<file path="config.mk">
export PLATFORM = sky130hd
export DESIGN_NAME = dac_frame_sender
export DESIGN_NICKNAME = d
export VERILOG_FILES = /design/src/rtl/dac_frame_pkg.sv /design/src/rtl/half_tick.sv /design/src/rtl/bit_mirror.sv /design/src/rtl/byte_shifter.sv /design/src/rtl/dac_frame_sender.sv
export SDC_FILE = /design/constraint.sdc
export NUM_CORES = 1
export LEC_CHECK = 0
export BUFFER_PORTS_ARGS = -buffer_cell sky130_fd_sc_hd__buf_4
export CAP_MARGIN = 10
export CORE_ASPECT_RATIO = 0.6
export CORE_MARGIN = 5
export CORE_UTILIZATION = 50
export DETAILED_ROUTE_END_ITERATION = 12
export GPL_ROUTABILITY_DRIVEN = 0
export PLACE_DENSITY = 0.77
export SETUP_SLACK_MARGIN = 0.05
export SLEW_MARGIN = 15
export SYNTH_ARGS = -nofsm -noshare
export SYNTH_HDL_FRONTEND = slang
export SYNTH_SLANG_ARGS = --single-unit
</file>
<file path="constraint.sdc">
create_clock -name clk_i -period 3.8 [get_ports clk_i]
set_input_delay 0.76 -clock clk_i [delete_from_list [all_inputs] [get_ports clk_i]]
set_output_delay 0.76 -clock clk_i [all_outputs]
set_load 0.02 [all_outputs]
</file>
<file path="src/rtl/dac_frame_pkg.sv">
package dac_frame_pkg;
  typedef enum logic [2:0] {
    ST_IDLE,
    ST_LEAD,
    ST_SHIFT,
    ST_TRAIL,
    ST_GAP
  } tx_state_e;
endpackage

</file>
<file path="src/rtl/half_tick.sv">
module half_tick #(
  parameter int DIV = 4
) (
  input  logic clk_i,
  input  logic rst_ni,
  input  logic en_i,
  output logic tick_o
);
  localparam int CNT_W = $clog2(DIV + 1);
  logic [CNT_W-1:0] cnt_q;

  assign tick_o = en_i && (cnt_q == CNT_W'(DIV - 1));

  always_ff @(posedge clk_i or negedge rst_ni) begin
    if (!rst_ni)     cnt_q <= '0;
    else if (!en_i)  cnt_q <= '0;
    else if (tick_o) cnt_q <= '0;
    else             cnt_q <= cnt_q + 1'b1;
  end


  tick_space_chk: assert property (@(posedge clk_i) disable iff (!rst_ni)
    (tick_o && DIV > 1) |=> !tick_o);
endmodule

</file>
<file path="src/rtl/bit_mirror.sv">
module bit_mirror #(
  parameter int W = 8
) (
  input  logic         rev_i,
  input  logic [W-1:0] a_i,
  output logic [W-1:0] y_o
);
  for (genvar i = 0; i < W; i++) begin : g_bit
    assign y_o[i] = rev_i ? a_i[W-1-i] : a_i[i];
  end
endmodule

</file>
<file path="src/rtl/byte_shifter.sv">
module byte_shifter #(
  parameter int W = 8
) (
  input  logic         clk_i,
  input  logic         rst_ni,
  input  logic         lsb_first_i,
  input  logic         load_i,
  input  logic         shift_i,
  input  logic [W-1:0] d_i,
  output logic         head_o
);
  logic [W-1:0] q;

  assign head_o = lsb_first_i ? q[0] : q[W-1];

  always_ff @(posedge clk_i or negedge rst_ni) begin
    if (!rst_ni)      q <= '0;
    else if (load_i)  q <= d_i;
    else if (shift_i) q <= lsb_first_i ? {1'b0, q[W-1:1]} : {q[W-2:0], 1'b0};
  end
endmodule

</file>
<file path="src/rtl/dac_frame_sender.sv">
module dac_frame_sender
  import dac_frame_pkg::*;
#(
  parameter int CODE_W   = 16,
  parameter int MODE_W   = 2,
  parameter int BYTE_W   = 8,
  parameter int N_BYTES  = 3,
  parameter int HALF_DIV = 4,
  parameter int GAP_CYC  = 5
) (
  input  logic              clk_i,
  input  logic              rst_ni,
  input  logic              start_i,
  input  logic [CODE_W-1:0] code_i,
  input  logic [MODE_W-1:0] mode_i,
  input  logic              lsb_first_i,
  output logic              sel_no,
  output logic              sclk_o,
  output logic              sdo_o,
  output logic              busy_o,
  output logic              done_o
);
  localparam int FRAME_W = BYTE_W * N_BYTES;
  localparam int PAD_W   = FRAME_W - CODE_W - MODE_W;
  localparam int IDX_W   = $clog2(N_BYTES);
  localparam int BIT_W   = $clog2(BYTE_W);
  localparam int GAP_W   = $clog2(GAP_CYC + 1);

  tx_state_e          state_q;
  logic [FRAME_W-1:0] frame_q, frame_d, frame_sh;
  logic [IDX_W-1:0]   byte_idx_q, idx_nxt;
  logic [BIT_W-1:0]   bit_cnt_q;
  logic [GAP_W-1:0]   gap_cnt_q;
  logic [BYTE_W-1:0]  load_byte, mir_byte;
  logic               tick, div_en, head, load_en, shift_en, last_bit, last_byte;

  assign frame_d   = {{PAD_W{1'b0}}, mode_i, code_i};
  assign idx_nxt   = byte_idx_q + 1'b1;
  assign frame_sh  = frame_q << (BYTE_W * int'(idx_nxt));
  assign load_byte = (state_q == ST_IDLE) ? frame_d[FRAME_W-1 -: BYTE_W]
                                          : frame_sh[FRAME_W-1 -: BYTE_W];
  assign last_bit  = (bit_cnt_q == BIT_W'(BYTE_W - 1));
  assign last_byte = (byte_idx_q == IDX_W'(N_BYTES - 1));
  assign div_en    = (state_q == ST_LEAD) || (state_q == ST_SHIFT) || (state_q == ST_TRAIL);

  assign load_en  = ((state_q == ST_IDLE) && start_i) ||
                    ((state_q == ST_SHIFT) && tick && sclk_o && last_bit && !last_byte);
  assign shift_en = (state_q == ST_SHIFT) && tick && sclk_o && !last_bit;

  half_tick #(.DIV(HALF_DIV)) u_tick (
    .clk_i (clk_i), .rst_ni(rst_ni), .en_i(div_en), .tick_o(tick)
  );

  bit_mirror #(.W(BYTE_W)) u_mirror (
    .rev_i(lsb_first_i), .a_i(load_byte), .y_o(mir_byte)
  );

  byte_shifter #(.W(BYTE_W)) u_shift (
    .clk_i(clk_i), .rst_ni(rst_ni), .lsb_first_i(lsb_first_i),
    .load_i(load_en), .shift_i(shift_en), .d_i(mir_byte), .head_o(head)
  );

  always_ff @(posedge clk_i or negedge rst_ni) begin
    if (!rst_ni) begin
      state_q    <= ST_IDLE;
      frame_q    <= '0;
      byte_idx_q <= '0;
      bit_cnt_q  <= '0;
      gap_cnt_q  <= '0;
      sel_no     <= 1'b1;
      sclk_o     <= 1'b0;
      sdo_o      <= 1'b0;
      busy_o     <= 1'b0;
      done_o     <= 1'b0;
    end else begin
      done_o <= 1'b0;
      unique case (state_q)
        ST_IDLE: if (start_i) begin
          frame_q    <= frame_d;
          byte_idx_q <= '0;
          bit_cnt_q  <= '0;
          sel_no     <= 1'b0;
          busy_o     <= 1'b1;
          state_q    <= ST_LEAD;
        end
        ST_LEAD: if (tick) begin
          sclk_o  <= 1'b1;
          sdo_o   <= head;
          state_q <= ST_SHIFT;
        end
        ST_SHIFT: if (tick) begin
          if (sclk_o) begin
            sclk_o <= 1'b0;
            if (last_bit) begin
              bit_cnt_q <= '0;
              if (last_byte) state_q <= ST_TRAIL;
              else           byte_idx_q <= idx_nxt;
            end else begin
              bit_cnt_q <= bit_cnt_q + 1'b1;
            end
          end else begin
            sclk_o <= 1'b1;
            sdo_o  <= head;
          end
        end
        ST_TRAIL: if (tick) begin
          sel_no    <= 1'b1;
          done_o    <= 1'b1;
          gap_cnt_q <= '0;
          state_q   <= ST_GAP;
        end
        ST_GAP: begin
          if (gap_cnt_q == GAP_W'(GAP_CYC - 1)) begin
            busy_o  <= 1'b0;
            state_q <= ST_IDLE;
          end else begin
            gap_cnt_q <= gap_cnt_q + 1'b1;
          end
        end
        default: state_q <= ST_IDLE;
      endcase
    end
  end

  // select-high length seen by the gap check
  logic [GAP_W-1:0] sel_hi_cnt;
  always_ff @(posedge clk_i or negedge rst_ni) begin
    if (!rst_ni)                        sel_hi_cnt <= GAP_W'(GAP_CYC);
    else if (!sel_no)                   sel_hi_cnt <= '0;
    else if (sel_hi_cnt != GAP_W'(GAP_CYC)) sel_hi_cnt <= sel_hi_cnt + 1'b1;
  end


  sclk_idle_chk: assert property (@(posedge clk_i) disable iff (!rst_ni)
    sel_no |-> !sclk_o);

  data_hold_chk: assert property (@(posedge clk_i) disable iff (!rst_ni)
    $fell(sclk_o) |-> $stable(sdo_o));

  done_edge_chk: assert property (@(posedge clk_i) disable iff (!rst_ni)
    done_o |-> ($rose(sel_no) && busy_o));

  start_ignore_chk: assert property (@(posedge clk_i) disable iff (!rst_ni)
    (busy_o && start_i) |=> $stable(frame_q));

  sel_gap_chk: assert property (@(posedge clk_i) disable iff (!rst_ni)
    $fell(sel_no) |-> (sel_hi_cnt == GAP_W'(GAP_CYC)));
endmodule

</file>
* Word level (Yosys, flattened, before mapping) *
Index checks and enable logic that the tools add are counted.

storage, ports and cells
  register bits = 45
  word-level logic and storage cells = 117
  input bits = 22
  output and inout bits = 5

cells by class
  shift-type cells = 1
  reduce and logical (&&, ||, !) cells = 28
  mux-type cells = 53
  $add $sub $neg = 4
  equal/unequal tests = 19

operator list
  kind                   number
  $mux W3                16
  $mux W8                4
  $shl A18 B5 Y24        1
  $ne A2 B2 Y1 const B   11
  $mux W1                20
  $pmux W3 S5            1
  $pmux W3 S2            2
  $reduce_and A3 Y1      4
  $reduce_bool A2 Y1     6
  $mux W2                5
  $add A3 B1 Y3 const B  3
  $eq A3 B2 Y1 const B   3
  $eq A3 B3 Y1 const B   3
  $pmux W1 S2            4
  $reduce_and A4 Y1      2
  $reduce_and A8 Y1      1
  $logic_and A1 B1 Y1    7
  $reduce_and A6 Y1      1
  $pmux W2 S2            1
  $eq A3 B1 Y1 const B   1
  $logic_not A3 Y1       1
  $logic_or A1 B1 Y1     3
  $add A2 B1 Y2 const B  1
  $eq A2 B2 Y1 const B   1
  other kinds (2)        3

* Longest topological paths before layout *
  depth after elaboration = 10
  gate-level depth with buffers = 7
  mapped depth without buffers = 6

* Hierarchy *
Synthesis repeated with hierarchy kept, for this count alone.

second synthesis, totals
  cell total of the unflattened synthesis = 218
  area, all modules = 2537.4 sq um

modules (own cells, without submodules)
  module            area each (sq um)  instances  sequential area each (sq um)  cells each
  dac_frame_sender  1756.7             1          852.1                         152
  byte_shifter      514.2              1          200.2                         46
  half_tick         135.1              1          75.1                          11
  bit_mirror        131.4              1          0.0                           9

* Worst setup path before layout *
Ideal clock, no wire load.

  kind = register -> register
  start = reg bit_cnt_q[0]
  end = reg u_shift.q[7]
  path slack = 2.135 ns
  arrival = 1.579 ns
  clock period less this slack = 1.665 ns
  data required time = 3.714 ns
  path buffers = 1
  cell stages (with the launch flop) = 8
  setup time = 0.086 ns
  path through = dfrtp_1 -> ha_1 -> ha_1 -> nor3_1 -> nand4_1 -> buf_2 -> nand3b_1 -> a32oi_1

between the ends
  word-level cells in the longest chain between the ends = 5
  elaborated cells on any way between the ends = 8
  those cells by class = eq/ne (1); mux (1); reduce/logical (6)

RTL lines
  element                                        RTL line                RTL
  from (decl)                                    dac_frame_sender.sv:32  logic [BIT_W-1:0] bit_cnt_q;
  from (signal assigned)                         dac_frame_sender.sv:99  bit_cnt_q <= bit_cnt_q + 1'b1;
  $eq A3 B3 Y1 *                                 dac_frame_sender.sv:42  assign last_bit = (bit_cnt_q == BIT_W'(BYTE_W - 1));
  $logic_and A1 B1 Y1 (2 in a row)               dac_frame_sender.sv:47  ((state_q == ST_SHIFT) && tick && sclk_o && last_bit && !last_byte);
  $logic_or A1 B1 Y1                             dac_frame_sender.sv:46  assign load_en = ((state_q == ST_IDLE) && start_i) ||
  $mux W8 or $reduce_bool A2 Y1 (tied branches)  -
  to (signal assigned)                           byte_shifter.sv:18      else if (load_i) q <= d_i;
  to (signal assigned)                           byte_shifter.sv:19      else if (shift_i) q <= lsb_first_i ? {1'b0, q[W-1:1]} : {q[W-2:0], 1'b0};
  to (decl)                                      byte_shifter.sv:12      logic [W-1:0] q;

Mark *: on every way between the ends. The rest lies on a longest branch, timed or not.
A chain may end at the register's enable or synchronous reset.

* Worst setup path in the final report *
  start = reg bit_cnt_q[0]
  end = reg u_shift.q[0]

The elaborated chain is that of the path after synthesis.

==> out/qor.csv <==
metric,value,unit
status,completed,
drc,0,
yosysTopAreaCell,dfrtp_1,
syn-num-nets,270,
ys_types,49,
fmax,0.442,GHz
placed_area,2600,sq um
synth_edf_count,0,
worstMarginPinSlew,0.722,ns
cp_max_fo,11,
avgSynthCellArea,10.0,sq um
ant_nets,0,
rsz0062_at_grt,no,
p_sw,805,uW
synthFlopType,dfrtp_1,
worstHoldPathType,primary input to asynchronous set/reset pin,
cp-end-kind,register,
overflow,0,
via_count,1810,
ys_seq_area_frac,0.465,
cp-start-kind,register,
arrival,2.48,ns
grt_pass1_vias,1669,
post_cts_buffers,0,
power_density,739,nW/um^2
postCtsHoldBufs,0,
leakage,0.00133,uW
slowest_stage,nand4_1,
ys_warn_count,0,
clock_sinks,45,
cts_max_level,2,
cts_made_buffers,5,
relSlewSlack,0.519,
slowest_delay,0.48,ns
synthArstFlopShare,1.00,
cp_common_cell,ha_1,
rows,19,
min_period_over_period,0.595,
combPwrFrac,0.424,
path_class,register to register,
syn_inst,242,
ys_ff_latch,45,
cts_tree,built,
whs,0.443,ns
drive_above_1_share,0.218,
root_buffer,clkbuf_8,
peakVddDrop,0.000395,V
final_hold_viol_count,0,
synthToLayoutAreaGrowth,10.7,%
setup_viol,0,
critical_path.cell_chain,ha_1 > ha_1 > nor3_1 > nand4_1 > or2_2 > a32oi_1,
wl_per_cell,15.1,microns
power.internal,1180,uW
netSwitchingFraction,0.405,
final_max_slew_viol_count,0,
setup-tns-final,0,ns
dieWidth,99.9,microns
cap_violations,0,
yosys-top-cells-area,"dfrtp_1 (45%), nand2_1 (10%), mux2i_1 (6.6%)",
insertion_delay,0.30,ns
grt_max_degree,46,
grtUsageTotal,0.166,
finClkSkew,0.00483,ns
fp.dieH,63.9,microns
clock_power_share,0.148,
final_area,2690,sq um
finalNonFillerCells,325,
pin_count,27,
fin_crit,2.26,ns
grt_first_pass_wirelength,8380,microns
cts_resized,0,
yosysTopAreaCellShare,0.454,
dpl.cell_count,317,
worstPathRequired,4.02,ns
seqPwrFrac,0.428,
clockBufferDepth,2,
dp_hpwl,3590,microns
clk_pin_slew,0.09,ns
viasPerCell,5.57,
antenna_found_initial,0,
drt_iter0_markers,179,
die-area,6390,sq um
wirelength,4920,microns
synth_area,2420,sq um
n_antenna_cell,0,
drt-pass1-iter-count,4,
port-buffer-count,26,
fin_nets,289,
start_util,0.523,
fp.coreArea,4640,sq um
worst paths after layout:
path	start	to	slack (ns)	depth (start not counted)
max	bit_cnt_q[0]$_DFFE_PN0P_	u_shift.q[0]$_DFFE_PN0P_	1.54	6
min	rst_ni	gap_cnt_q[1]$_DFFE_PN0P_	0.44	1
max reg2reg	bit_cnt_q[0]$_DFFE_PN0P_	u_shift.q[0]$_DFFE_PN0P_	1.54	6
min reg2reg	u_tick.cnt_q[0]$_DFF_PN0_	u_tick.cnt_q[0]$_DFF_PN0_	0.45	1
max in group asynchronous	rst_ni	sdo_o$_DFFE_PN0P_	2.97	1
min in group clk_i	u_tick.cnt_q[0]$_DFF_PN0_	u_tick.cnt_q[0]$_DFF_PN0_	0.45	1
flip-flops by register name, summed over array words and instances, names as in the netlist:
signal,flops
sclk_o,1
frame_q,18
busy_o,1
byte_idx_q,2
gap_cnt_q,3
bit_cnt_q,3
sdo_o,1
done_o,1
state_q,3
u_tick.cnt_q,3
sel_no,1
u_shift.q,8
synth_stat cells, types with 2 or more instances:
library cell  count
buf_6             5
nor3_1            3
dfrtp_1          44
xor2_1            2
a32oi_1           3
o22ai_1           5
buf_2             8
inv_1             7
nand3_1           3
nor2b_1           4
o31ai_1           2
nor3b_2           2
a21oi_1           6
o21ai_0           3
a31oi_1           3
nand4_1           2
nor4b_1           2
mux2_2            9
a221o_1           2
nand2_1          65
o211ai_1          4
mux2i_1          16
a22o_1            7
nor2_1            5
ha_1              6
layout by cell type (no fill, tap or decap), types with 2 or more instances in the layout:
cell type / synthesis / layout
o22ai_1: 5 / 5
nand3_1: 3 / 3
a221o_1: 2 / 2
clkbuf_8: 0 / 5
nor2b_1: 4 / 4
a31oi_1: 3 / 3
nand4_1: 2 / 2
o21ai_0: 3 / 3
xor2_1: 2 / 2
mux2i_1: 16 / 16
nor2_1: 5 / 5
nor3b_2: 2 / 2
a32oi_1: 3 / 3
o31ai_1: 2 / 2
nor3_1: 3 / 3
buf_4: 1 / 27
nor4b_1: 2 / 2
mux2_2: 9 / 9
dfrtp_1: 44 / 44
clkinv_2: 0 / 2
nand2_1: 65 / 65
inv_1: 7 / 7
a21oi_1: 6 / 6
a22o_1: 7 / 7
ha_1: 6 / 6
o211ai_1: 4 / 4
power by group through the flow:
stage          Clock, uW  Combinational (uW)  Sequential [uW]
2_1_floorplan          0                 740              779
3_3_place_gp           0                 813              850
3_5_place_dp           0                 838              859
4_1_cts              300                 843              848
5_1_grt              321                 937              877
6_report             294                 841              849
metrics by stage:
| step | setup slack, ns | utilization | total power (uW) |
|---|---|---|---|
| after global routing | 1.36 | 0.579 | 2130 |
| after CTS | 1.50 | 0.579 | 1990 |
| final | 1.54 | 0.579 | 1980 |
| after floorplan | 2.13 | - | 1520 |
| after global placement | 1.61 | 0.561 | 1660 |
| after detailed placement | 1.51 | 0.561 | 1700 |
per-layer routing:
layer,wire [microns],global-route usage,vias up
li1,-,-,886
met1,2510,0.263,862
met2,2110,0.223,55
met3,247,0.0337,7
met4,48,0.0562,0
met5,0,0,-
cell type report:
class / instances / area, sq um
repair buffers: 27 / 203
multi-input cells: 174 / 1160
clock inverters: 3 / 17.5
flip-flops and latches: 45 / 1130
inverters: 8 / 30.0
fillers: 404 / 1950
well taps: 63 / 78.8
clock buffers: 5 / 68.8
cells by family after synthesis:
family | count (synthesis) | synth area share
AOI/OAI and AO/OA | 41 | 0.124
xor gates and xnor gates | 2 | 0.00723
adders and majority gates | 6 | 0.0310
buffers and inverters | 23 | 0.0568
DFF | 45 | 0.465
muxes | 25 | 0.108
and+or+nand+nor | 100 | 0.208
worst max-delay path, delay by kind of cell (launching register included):
family,cells,cell delay (ns)
and+or+nand+nor,3,1.14
AOI/OAI and AO/OA,1,0.21
adders and majority gates,2,0.44
DFF,1,0.40
Note: power is estimated with default switching activity, not from simulation.
